## src/rtl/conv_seq_pkg.sv

```systemverilog
package conv_seq_pkg;

  localparam int MIN_BITS = 9;
  localparam int RES_W    = 2;

  typedef enum logic [RES_W-1:0] {
    RES_9  = 2'b00,
    RES_10 = 2'b01,
    RES_11 = 2'b10,
    RES_12 = 2'b11
  } res_code_t;

  typedef enum logic {
    ST_RUN  = 1'b0,
    ST_STBY = 1'b1
  } seq_state_t;

endpackage

```

## src/rtl/conv_seq_timer.sv

```systemverilog
module conv_seq_timer
  import conv_seq_pkg::*;
#(
  parameter int BASE_TICKS = 15
) (
  input  logic      clk,
  input  logic      rst_n,
  input  logic      run,
  input  res_code_t code,
  output logic      terminal
);

  localparam int CNT_W = $clog2(BASE_TICKS * 8 + 1);
  localparam logic [CNT_W-1:0] BASE_C = CNT_W'(BASE_TICKS);

  logic [CNT_W-1:0] cnt_q;
  logic [CNT_W-1:0] cnt_n;
  logic [CNT_W-1:0] period;

  // period doubles per added resolution bit
  assign period   = BASE_C << code;
  assign terminal = run && (cnt_q == period - CNT_W'(1));

  always_comb begin
    cnt_n = cnt_q;
    if (!run || terminal) begin
      cnt_n = '0;
    end else begin
      cnt_n = cnt_q + CNT_W'(1);
    end
  end

  always_ff @(posedge clk or negedge rst_n) begin
    if (!rst_n) begin
      cnt_q <= '0;
    end else begin
      cnt_q <= cnt_n;
    end
  end

  // the count never runs past the active period
  a_r2_cnt_in_range: assert property (@(posedge clk) disable iff (!rst_n)
    cnt_q < period);

  // an idle timer stays parked at zero
  a_r8_idle_parked: assert property (@(posedge clk) disable iff (!rst_n)
    !run |=> cnt_q == '0);

endmodule

```

## src/rtl/conv_seq_ctrl.sv

```systemverilog
module conv_seq_ctrl
  import conv_seq_pkg::*;
(
  input  logic             clk,
  input  logic             rst_n,
  input  logic [RES_W-1:0] res_sel,
  input  logic             shutdown,
  input  logic             terminal,
  output logic             run,
  output logic             standby,
  output res_code_t        act_res
);

  seq_state_t state_q, state_n;
  res_code_t  act_res_q, act_res_n;

  always_comb begin
    state_n   = state_q;
    act_res_n = act_res_q;
    unique case (state_q)
      ST_RUN: begin
        if (terminal) begin
          act_res_n = res_code_t'(res_sel);
          state_n   = shutdown ? ST_STBY : ST_RUN;
        end
      end
      ST_STBY: begin
        if (!shutdown) begin
          act_res_n = res_code_t'(res_sel);
          state_n   = ST_RUN;
        end
      end
      default: state_n = ST_RUN;
    endcase
  end

  always_ff @(posedge clk or negedge rst_n) begin
    if (!rst_n) begin
      state_q   <= ST_RUN;
      act_res_q <= RES_9;
    end else begin
      state_q   <= state_n;
      act_res_q <= act_res_n;
    end
  end

  assign run     = (state_q == ST_RUN);
  assign standby = (state_q == ST_STBY);
  assign act_res = act_res_q;

  // resolution is frozen while a conversion is in flight
  a_r5_res_frozen: assert property (@(posedge clk) disable iff (!rst_n)
    (state_q == ST_RUN && !terminal) |=> act_res_q == $past(act_res_q));

  // standby persists while shutdown stays requested
  a_r7_stay_standby: assert property (@(posedge clk) disable iff (!rst_n)
    (state_q == ST_STBY && shutdown) |=> state_q == ST_STBY);

  // dropping shutdown in standby restarts conversion
  a_r9_restart: assert property (@(posedge clk) disable iff (!rst_n)
    (state_q == ST_STBY && !shutdown) |=> state_q == ST_RUN);

endmodule

```

## src/rtl/conv_seq_trunc.sv

```systemverilog
module conv_seq_trunc
  import conv_seq_pkg::*;
#(
  parameter int SAMPLE_W = 12,
  parameter int RESULT_W = 16
) (
  input  logic [SAMPLE_W-1:0] sample,
  input  res_code_t           code,
  output logic [RESULT_W-1:0] word
);

  localparam int PAD = RESULT_W - SAMPLE_W;

  for (genvar b = 0; b < RESULT_W; b++) begin : g_bit
    localparam int RANK = RESULT_W - 1 - b;
    if (b < PAD) begin : g_pad
      assign word[b] = 1'b0;
    end else if (RANK < MIN_BITS) begin : g_always
      assign word[b] = sample[b-PAD];
    end else begin : g_scaled
      // kept only when the active resolution reaches this rank
      assign word[b] = sample[b-PAD] & (code > RES_W'(RANK - MIN_BITS));
    end
  end

endmodule

```

## src/rtl/conv_seq.sv

```systemverilog
module conv_seq
  import conv_seq_pkg::*;
#(
  parameter int BASE_TICKS = 15,
  parameter int SAMPLE_W   = 12,
  parameter int RESULT_W   = 16
) (
  input  logic                clk,
  input  logic                rst_n,
  input  logic [1:0]          res_sel,
  input  logic                shutdown,
  input  logic [SAMPLE_W-1:0] sample,
  output logic [RESULT_W-1:0] result,
  output logic                done,
  output logic                standby
);

  localparam int PAD = RESULT_W - SAMPLE_W;

  logic        sync_q1, rst_sync;
  logic        run, terminal;
  res_code_t   act_res;
  logic [RESULT_W-1:0] trunc_word;
  logic [RESULT_W-1:0] result_q, result_n;
  logic        done_q;

  // asynchronous assert, synchronous release
  always_ff @(posedge clk or negedge rst_n) begin
    if (!rst_n) begin
      sync_q1  <= 1'b0;
      rst_sync <= 1'b0;
    end else begin
      sync_q1  <= 1'b1;
      rst_sync <= sync_q1;
    end
  end

  conv_seq_ctrl u_ctrl (
    .clk      (clk),
    .rst_n    (rst_sync),
    .res_sel  (res_sel),
    .shutdown (shutdown),
    .terminal (terminal),
    .run      (run),
    .standby  (standby),
    .act_res  (act_res)
  );

  conv_seq_timer #(.BASE_TICKS(BASE_TICKS)) u_timer (
    .clk      (clk),
    .rst_n    (rst_sync),
    .run      (run),
    .code     (act_res),
    .terminal (terminal)
  );

  conv_seq_trunc #(.SAMPLE_W(SAMPLE_W), .RESULT_W(RESULT_W)) u_trunc (
    .sample (sample),
    .code   (act_res),
    .word   (trunc_word)
  );

  always_comb begin
    result_n = result_q;
    if (terminal) begin
      result_n = trunc_word;
    end
  end

  always_ff @(posedge clk or negedge rst_sync) begin
    if (!rst_sync) begin
      result_q <= '0;
      done_q   <= 1'b0;
    end else begin
      result_q <= result_n;
      done_q   <= terminal;
    end
  end

  assign result = result_q;
  assign done   = done_q;

  // the pulse never lasts two cycles
  a_r6_done_single: assert property (@(posedge clk) disable iff (!rst_sync)
    done_q |=> !done_q);

  // the result moves only together with the pulse
  a_r6_result_on_done: assert property (@(posedge clk) disable iff (!rst_sync)
    (result_q != $past(result_q)) |-> done_q);

  // the pad bits below the sample LSB stay clear
  a_r3_pad_zero: assert property (@(posedge clk) disable iff (!rst_sync)
    result_q[PAD-1:0] == '0);

  // no completion while resting in standby
  a_r7_quiet_standby: assert property (@(posedge clk) disable iff (!rst_sync)
    (standby && $past(standby)) |-> !done_q);

endmodule

```

## config.mk

```make
export PLATFORM = sky130hd
export DESIGN_NAME = conv_seq
export DESIGN_NICKNAME = d
export VERILOG_FILES = /design/src/rtl/conv_seq_pkg.sv /design/src/rtl/conv_seq_timer.sv /design/src/rtl/conv_seq_ctrl.sv /design/src/rtl/conv_seq_trunc.sv /design/src/rtl/conv_seq.sv
export SDC_FILE = /design/constraint.sdc
export NUM_CORES = 1
export LEC_CHECK = 0
export ABC_AREA = 1
export BUFFER_PORTS_ARGS = -buffer_cell sky130_fd_sc_hd__buf_2
export CAP_MARGIN = 20
export CELL_PAD_IN_SITES_DETAIL_PLACEMENT = 0
export CELL_PAD_IN_SITES_GLOBAL_PLACEMENT = 1
export CORE_ASPECT_RATIO = 1.4
export CORE_MARGIN = 2
export CORE_UTILIZATION = 36
export CTS_CLUSTER_DIAMETER = 150
export DETAILED_ROUTE_END_ITERATION = 7
export PLACE_DENSITY = 0.84
export SETUP_SLACK_MARGIN = 0.2
export SYNTH_ARGS = -nofsm -noshare
export SYNTH_HDL_FRONTEND = slang
export SYNTH_SLANG_ARGS = --single-unit
export TNS_END_PERCENT = 30
```

## constraint.sdc

```tcl
create_clock -name clk -period 1.1 [get_ports clk]
set_clock_uncertainty 0.1 [all_clocks]
set_input_delay 0.11 -clock clk [delete_from_list [all_inputs] [get_ports clk]]
set_output_delay 0.11 -clock clk [all_outputs]
set_load 0.1 [all_outputs]
```

==> results.py, run 1 <==
metrics = {
    "sta": {
        "fin_hold_ws_ns": 0.00243,
        "finalWorstSetupSlack_ns": -0.536,
        "period_minus_slack_ns": 1.64,
        "setup-violations-final": 25,
        "fmax_mhz": 611,
        "rsz0062_at_grt": "yes",
        "maxSlewViolCount": 0,
        "period_share_pct": 149,
        "hold_viol_final": 0,
    },
    "worst_setup_path": {
        "cp-end-kind": "flop",
        "r2r-start": "u_ctrl.act_res[1]",
        "path_class": "reg2reg",
        "reg2regPathDepth": 9,
        "r2r_end": "result[6]",
        "rrSetupSlack_ns": -0.54,
        "crit_fanout": 7,
        "cp-start-kind": "flop",
        "arrival_ns": 1.69,
        "critPathRequiredTime_ns": 1.15,
    },
    "cts": {
        "ctsLongestPathBuffers": 2,
        "clockRootBuffer": "clkbuf_8",
        "clock_latency_ns": 0.27,
        "cts_sinks": 25,
        "numCtsBuffers": 3,
        "cts.reportedPaths.clkPinSlew_ns": 0.08,
        "htreeDepth": 1,
        "cts_tree": "done",
    },
    "drt": {
        "post_drt_wl_per_cell_um": 12.6,
        "drt_iter0_drc": 12,
        "routed_wl_um": 3400,
        "routed_via_density": 4.58,
        "drc": 0,
        "antenna_left": 0,
        "dr.pass1.iters": 4,
        "dr_total_vias": 1233,
    },
    "global_routing": {
        "grt.met3_usage_pct": 3.01,
        "grt_max_degree": 24,
        "grtUsageMet1_pct": 22.4,
        "gr-usage-met2_pct": 37.1,
        "grt_pass1_vias": 1336,
        "busiest_layer": "met2",
        "grt_pass1_wl_um": 5790,
        "antenna_found_initial": 0,
        "grt_usage_pct": 19.4,
        "gr-total-overflow": 0,
    },
    "min_path": {
        "worst_hold_path.endpoint": "result[4]",
        "holdPathStages": 3,
        "hold_class": "in2reg",
        "hold_start": "sample[0]",
    },
    "floorplan": {
        "die_area_mm2": 0.00399,
        "die_width_um": 54.0,
        "io_pins": 35,
        "rows": 25,
        "fp.coreArea_mm2": 0.00335,
        "die_y_um": 74.0,
        "initial_core_util_pct": 37.6,
    },
    "layout": {
        "n_antenna_cell": 0,
        "multi_input_area_um2": 606,
        "seq_area_um2": 631,
        "final_cell_mix": "nand2_1, dfrtp_1, buf_4",
        "fillers": 255,
        "drive_above_1_share_pct": 36.7,
        "final_common_cell": "nand2_1",
        "area_delta_synth_final_pct": 65.1,
        "layout.nets": 248,
        "finish.utilization_pct": 62.1,
    },
    "synthesis": {
        "synth-seq-cells": 25,
        "yosysUniqueCellTypes": 23,
        "syn_area_mm2": 0.00126,
        "yosys_warnings": 0,
        "seq_area_frac_synth_pct": 49.7,
        "postSynthCellCount": 159,
        "syn_avg_cell_area_um2": 7.92,
    },
    "placed_design": {
        "gp_congestion": 0.853,
        "hpwl_um": 2370,
        "port_buffers": 30,
        "place_ws_ns": -0.613,
    },
    "outcome": {
        "status": "complete, but fails checks",
        "violations": "negative setup slack",
    },
    "run": {
        "drv_cap": 0,
    },
}
==> worst max-delay path by stage <==
| stage | from | endpoint | slack [ns] | depth (start not counted) |
|---|---|---|---|---|
| final | u_ctrl.act_res[1] | result[6] | -0.54 | 9 |
| after global routing | u_ctrl.act_res[1] | result[14] | -0.65 | 10 |
| after CTS | u_ctrl.act_res[1] | result[10] | -0.53 | 10 |
| after detailed placement | u_ctrl.act_res[1] | result[10] | -0.61 | 9 |
| after global placement | u_ctrl.act_res[1] | result[7] | -0.54 | 10 |
| after floorplan | u_ctrl.act_res[1] | result[10] | -0.38 | 10 |
==> cells in the mapped netlist, drive strengths merged <==
library cell / count / area (um^2)
nand2: 70 / 278
dfrtp: 25 / 626
nor2: 19 / 88.8
inv: 14 / 52.6
nand3: 10 / 67.6
buf: 6 / 52.6
o21ai: 4 / 20.0
a21oi: 2 / 10.0
conb: 2 / 7.51
nor3: 2 / 10.0
xor2: 2 / 17.5
clkinv: 1 / 5.00
ha: 1 / 12.5
o21bai: 1 / 11.3
==> cell type report <==
| class | instances | area share (%) |
|---|---|---|
| Clock buffer | 4 | 2.17 |
| Inverter | 15 | 2.95 |
| Multi-Input combinational cell | 118 | 29.1 |
| Sequential cell | 25 | 30.3 |
| Tap cell | 40 | 2.41 |
| Timing Repair Buffer | 66 | 32.8 |
| Timing Repair inverter | 1 | 0.241 |
==> cell families after synthesis <==
group	synth area share, %
adder cells (fa/ha/maj)	0.994
AND/OR/NAND/NOR	35.3
XOR/XNOR	1.39
other	0.597
flip-flops	49.7
AO/OA/AOI/OAI	3.28
buffers and inverters	8.75
==> critical path, stage by stage, from the launching register on <==
cell and delay [ns]:
dfrtp_2 0.47, buf_6 0.15, nor2_4 0.07, nand2_1 0.05, nand2_1 0.07, nand3_2 0.08
nor2_4 0.19, nand3_4 0.16, nand2_1 0.11, o21ai_1 0.07
==> repair_timing <==
item                                    in CTS  in global routing
pin swaps                                    3                  8
endpoints found under the setup margin      37                 37
gates cloned                                 2                  1
buffers inserted                             0                  1
hold buffers                                14                  0
hold endpoints to repair                    15                  0
gates resized for setup                      8                 16
==> per-layer routing <==
metal	share of wire (%)	vias up	routed length, um
met5	0	-	0
met4	0.56	0	19
met3	3.5	4	120
met2	58	26	1970
met1	38	586	1290
li1	-	617	-
==> per-stage QoR <==
step                TNS (ns)  std cells  area [um^2]
floorplan              -6.89        162         1270
global placement      -11.06        247         1790
detailed placement    -12.15        247         1790
CTS                   -11.55        267         2020
global route          -13.61        269         2080
finish                -11.06        269         2080
==> state kept, by name, summed over array words and instances, names as in the netlist <==
| register | cells |
|---|---|
| sync_q1 | 1 |
| result | 12 |
| u_ctrl.act_res | 2 |
| u_timer.cnt_q | 7 |
| rst_sync | 1 |
| u_ctrl.standby | 1 |
| done | 1 |
Power of run 1 is left out: the tool's default activity adds up to more than one toggle a clock period on the data nets, which glitch-free logic cannot reach.
==> run 2: changes to the inputs <==
==> constraint.sdc (replaced) <==
create_clock -name clk -period 1.1 [get_ports clk]
set_clock_uncertainty 0.1 [all_clocks]
set_input_delay 0.055 -clock clk [delete_from_list [all_inputs] [get_ports clk]]
set_output_delay 0.055 -clock clk [all_outputs]
set_load 0.1 [all_outputs]
==> results.py, run 2 (synthesized netlist as in run 1, its figures left out) <==
metrics = {
    "worst_setup_path": {
        "crit_end": "result[6]",
        "cp-end-kind": "flop",
        "crit_path_start": "u_ctrl.act_res[1]",
        "reg2regPathDepth": 9,
        "cp-start-kind": "flop",
        "arrival_ns": 1.69,
        "r2r_end": "result[6]",
        "rrSetupSlack_ns": -0.54,
        "path_class": "reg2reg",
        "path_common_cell": "nand2_1",
        "crit_fanout": 7,
        "r2r-start": "u_ctrl.act_res[1]",
        "critPathRequiredTime_ns": 1.15,
        "slowest_delay_ns": 0.47,
        "path_cells": "buf_4 -> nand2_1 -> nand2_1 -> nand2_2 -> nand2_2 -> nor2_4 -> nand3_4 -> nand2_1 -> o21ai_1",
        "slowest_stage": "dfrtp_2",
    },
    "cts": {
        "clockRootBuffer": "clkbuf_8",
        "htreeDepth": 1,
        "cts_sinks": 25,
        "numCtsBuffers": 3,
        "cts.reportedPaths.clkPinSlew_ns": 0.09,
        "post_cts_buffers": 0,
        "ctsLongestPathBuffers": 2,
        "cts_tree": "done",
        "clock_latency_ns": 0.26,
    },
    "floorplan": {
        "die_area_mm2": 0.00399,
        "initial_core_util_pct": 37.6,
        "io_pins": 35,
        "die_width_um": 54.0,
        "fp.coreArea_mm2": 0.00335,
        "rows": 25,
        "die_y_um": 74.0,
    },
    "placed_design": {
        "place_ws_ns": -0.613,
        "gp_congestion": 0.853,
        "port_buffers": 30,
        "hpwl_um": 2370,
        "placed_cells": 247,
    },
    "global_routing": {
        "gr-total-overflow": 0,
        "grt_pass1_vias": 1342,
        "grt_max_degree": 24,
        "grt_usage_pct": 19.5,
        "grt_pass1_wl_um": 5830,
        "antenna_found_initial": 0,
    },
    "outcome": {
        "violations": "negative setup slack",
        "status": "complete, but fails checks",
    },
    "layout": {
        "drive_above_1_share_pct": 35.5,
        "fillers": 257,
        "largest_reg_flops": 12,
        "area_delta_synth_final_pct": 65.8,
        "n_antenna_cell": 0,
        "fin_cells": 271,
        "finish.utilization_pct": 62.4,
        "final_cell_mix": "nand2_1, dfrtp_1, buf_4",
        "final_common_cell": "nand2_1",
        "layout.nets": 250,
    },
    "sta": {
        "maxSlewViolCount": 0,
        "period_minus_slack_ns": 1.64,
        "rsz0062_at_grt": "yes",
        "hold_viol_final": 0,
        "setup-violations-final": 24,
        "fin_hold_ws_ns": 0.0754,
        "period_share_pct": 149,
        "fmax_mhz": 609,
        "finalWorstSetupSlack_ns": -0.543,
    },
    "drt": {
        "post_drt_wl_per_cell_um": 12.7,
        "routed_via_density": 4.53,
        "antenna_left": 0,
        "drc": 0,
        "drt_iter0_drc": 18,
        "routed_wl_um": 3440,
        "dr.pass1.iters": 4,
        "dr_total_vias": 1228,
    },
    "min_path": {
        "hold_class": "in2async",
    },
    "run": {
        "drv_cap": 0,
    },
}
[run 2: cell count changes in the layout (fill, tap and decap cells not counted), sizes merged]
cell / delta
dlygate4sd3: +2
[run 2: metrics by stage]
stage,TNS [ns],area (um^2)
2_1_floorplan,-6.80,1270
3_3_place_gp,-11.06,1790
4_1_cts,-11.49,2050
3_5_place_dp,-12.15,1790
6_report,-11.29,2090
5_1_grt,-13.62,2090
[run 2: layout make-up]
class | count | area [um^2] | area share, %
Inverter | 15 | 61.3 | 2.94
Clock buffer | 4 | 45.0 | 2.16
Multi-Input combinational cell | 118 | 601 | 28.8
Sequential cell | 25 | 631 | 30.2
Tap cell | 40 | 50.0 | 2.40
Timing Repair Buffer | 68 | 694 | 33.3
Timing Repair inverter | 1 | 5.00 | 0.240
[run 2: what timing repair did]
item | in CTS | in global routing
endpoints found under the setup margin | 37 | 39
endpoints found under the hold margin | 17 | 0
pin swaps | 3 | 8
gates cloned | 2 | 1
hold buffers | 17 | 0
resized for setup | 8 | 14
[run 2: critical path: cells and delay by family (launching register included)]
family,cells,cell delay (ns)
buffers and inverters,1,0.16
AO/OA/AOI/OAI,1,0.07
AND/OR/NAND/NOR,7,0.73
flip-flops,1,0.47
[run 2: worst min-delay path by stage]
stage          startpoint               end  slack, ns  cells after the start
2_1_floorplan       rst_n          rst_sync      -0.34                      0
3_3_place_gp        rst_n           sync_q1      -0.26                      1
3_5_place_dp        rst_n          rst_sync      -0.26                      1
4_1_cts          rst_sync  u_timer.cnt_q[1]       0.13                      1
5_1_grt             rst_n           sync_q1       0.11                      3
6_report            rst_n          rst_sync       0.08                      3
[run 2: per-layer routing]
| metal | part of all wire (%) | vias to the layer above | global-route usage, % | wire (um) |
|---|---|---|---|---|
| met2 | 58 | 24 | 37.0 | 2000 |
| met4 | 0.29 | 0 | 3.06 | 10 |
| met1 | 38 | 581 | 22.8 | 1330 |
| li1 | - | 621 | - | - |
| met3 | 3.2 | 2 | 3.01 | 109 |
| met5 | 0 | - | 0 | 0 |
Power of run 2 is left out for the same reason.
==> run 3: changes to the inputs <==
--- a/constraint.sdc
+++ b/constraint.sdc
@@ -3,3 +3,3 @@
 set_input_delay 0.055 -clock clk [delete_from_list [all_inputs] [get_ports clk]]
 set_output_delay 0.055 -clock clk [all_outputs]
-set_load 0.1 [all_outputs]
+set_load 0.05 [all_outputs]
==> results.py, run 3 (synthesized netlist as in run 1, its figures left out) <==
metrics = {
    "drt": {
        "drc": 0,
        "dr.pass1.iters": 4,
        "dr_total_vias": 1239,
        "antenna_left": 0,
        "drt_iter0_drc": 21,
        "routed_via_density": 4.49,
        "routed_wl_um": 3310,
        "post_drt_wl_per_cell_um": 12.0,
    },
    "cts": {
        "numCtsBuffers": 3,
        "clock_latency_ns": 0.26,
        "htreeDepth": 1,
        "clockRootBuffer": "clkbuf_8",
        "cts_tree": "done",
        "cts_sinks": 25,
        "cts.reportedPaths.clkPinSlew_ns": 0.09,
        "ctsLongestPathBuffers": 2,
    },
    "global_routing": {
        "grt_pass1_wl_um": 5410,
        "grt_pass1_vias": 1216,
        "gr-total-overflow": 0,
        "grt_max_degree": 24,
        "antenna_found_initial": 0,
        "grt_usage_pct": 18.0,
    },
    "floorplan": {
        "die_area_mm2": 0.00399,
        "rows": 25,
        "initial_core_util_pct": 37.6,
        "io_pins": 35,
        "fp.coreArea_mm2": 0.00335,
        "die_width_um": 54.0,
        "die_y_um": 74.0,
    },
    "sta": {
        "finalWorstSetupSlack_ns": -0.532,
        "period_share_pct": 148,
        "rsz0062_at_grt": "yes",
        "hold_viol_final": 0,
        "period_minus_slack_ns": 1.63,
        "maxSlewViolCount": 0,
        "fmax_mhz": 613,
        "setup-violations-final": 23,
        "tns_ns": -11.41,
    },
    "layout": {
        "largest_reg_flops": 12,
        "fillers": 273,
        "n_antenna_cell": 0,
        "fin_cells": 276,
        "layout.nets": 255,
        "final_cell_mix": "nand2_1, dfrtp_1, buf_4",
        "drive_above_1_share_pct": 37.7,
        "final_common_cell": "nand2_1",
        "finish.utilization_pct": 60.5,
        "area_delta_synth_final_pct": 60.9,
    },
    "worst_setup_path": {
        "crit_family": "simple AND/OR/NAND/NOR gates",
        "path_class": "reg2reg",
        "cp-end-kind": "flop",
        "slowest_stage": "dfrtp_2",
        "slowest_delay_ns": 0.45,
        "rrSetupSlack_ns": -0.53,
        "cp-start-kind": "flop",
        "critPathBufInv": 2,
        "path_cells": "buf_6 -> nand2_1 -> nand2_1 -> nand2_2 -> nand2_2 -> nor2_4 -> nand3_4 -> clkinv_4 -> nand2_2 -> nand2_1",
        "arrival_ns": 1.73,
        "crit_fanout": 6,
        "critPathRequiredTime_ns": 1.20,
    },
    "placed_design": {
        "port_buffers": 30,
        "place_ws_ns": -0.561,
        "gp_congestion": 0.775,
        "placed_cells": 247,
        "hpwl_um": 2130,
    },
    "power_and_ir_drop": {
        "power_mw": 6.22,
        "p_per_area_mw_per_mm2": 3070,
        "irDropWorstVdd_v": 0.00216,
        "power_leakage_nw": 1.08,
    },
    "min_path": {
        "hold_class": "in2reg",
    },
    "run": {
        "drv_cap": 0,
    },
    "outcome": {
        "status": "complete, but fails checks",
        "violations": "negative setup slack",
    },
}
run 3: worst paths after layout:
check | from | end | depth (start not counted)
max reg2reg | u_ctrl.act_res[1] | result[10] | 10
min in group asynchronous | rst_n | sync_q1 | 3
min reg2reg | rst_sync | result[7] | 1
max in group asynchronous | rst_sync | u_ctrl.act_res[1] | 1
min | shutdown | u_ctrl.act_res[0] | 4
max | u_ctrl.act_res[1] | result[10] | 10
run 3: what timing repair did:
action | in CTS | in global routing
endpoints found under the hold margin | 17 | 0
setup buffers | 2 | 3
gates cloned | 3 | 0
gates resized for setup | 45 | 10
hold buffers | 17 | 0
pin swaps | 6 | 6
endpoints found under the setup margin | 37 | 39
run 3: power by group:
| part | internal [mW] | total, mW | switching, mW | leakage, nW |
|---|---|---|---|---|
| Clock | 0.252 | 0.528 | 0.276 | 0.0255 |
| Sequential | 1.34 | 1.73 | 0.390 | 0.301 |
| Combinational | 1.65 | 3.97 | 2.32 | 0.750 |
| Total | 3.24 | 6.22 | 2.98 | 1.08 |
run 3: routing by layer:
metal	global-route usage [%]	share of wire [%]	wire [um]	vias up
met5	0	0	0	-
met1	21.8	41	1350	584
met4	2.50	0.45	15	0
met3	1.41	2.3	75	2
met2	34.7	57	1870	20
li1	-	-	-	633
run 3: through the flow:
stage | instance area, um^2 | hold WS, ns
floorplan | 1270 | -0.341
global placement | 1580 | -0.260
detailed placement | 1580 | -0.258
CTS | 1980 | 0.000227
global route | 2030 | 0.0191
finish | 2030 | 0.00521
run 3: cell type report:
cell class	instances	area, um^2	area share (%)
Timing Repair inverter	1	8.76	0.432
Timing Repair Buffer	73	613	30.3
Multi-Input combinational cell	118	619	30.6
Inverter	15	61.3	3.03
Clock buffer	3	41.3	2.04
Clock inverter	1	5.00	0.247
Tap cell	40	50.0	2.47
Sequential cell	25	627	30.9
run 3: worst register-to-register path, cell delays in order, from the launching register on:
cell	delay (ns)
dfrtp_2	0.45
buf_6	0.14
nand2_1	0.05
nand2_1	0.07
nand2_2	0.09
nand2_2	0.07
nor2_4	0.21
nand3_4	0.18
clkinv_4	0.11
nand2_2	0.05
nand2_1	0.06
(Power assumes the default switching activity.)
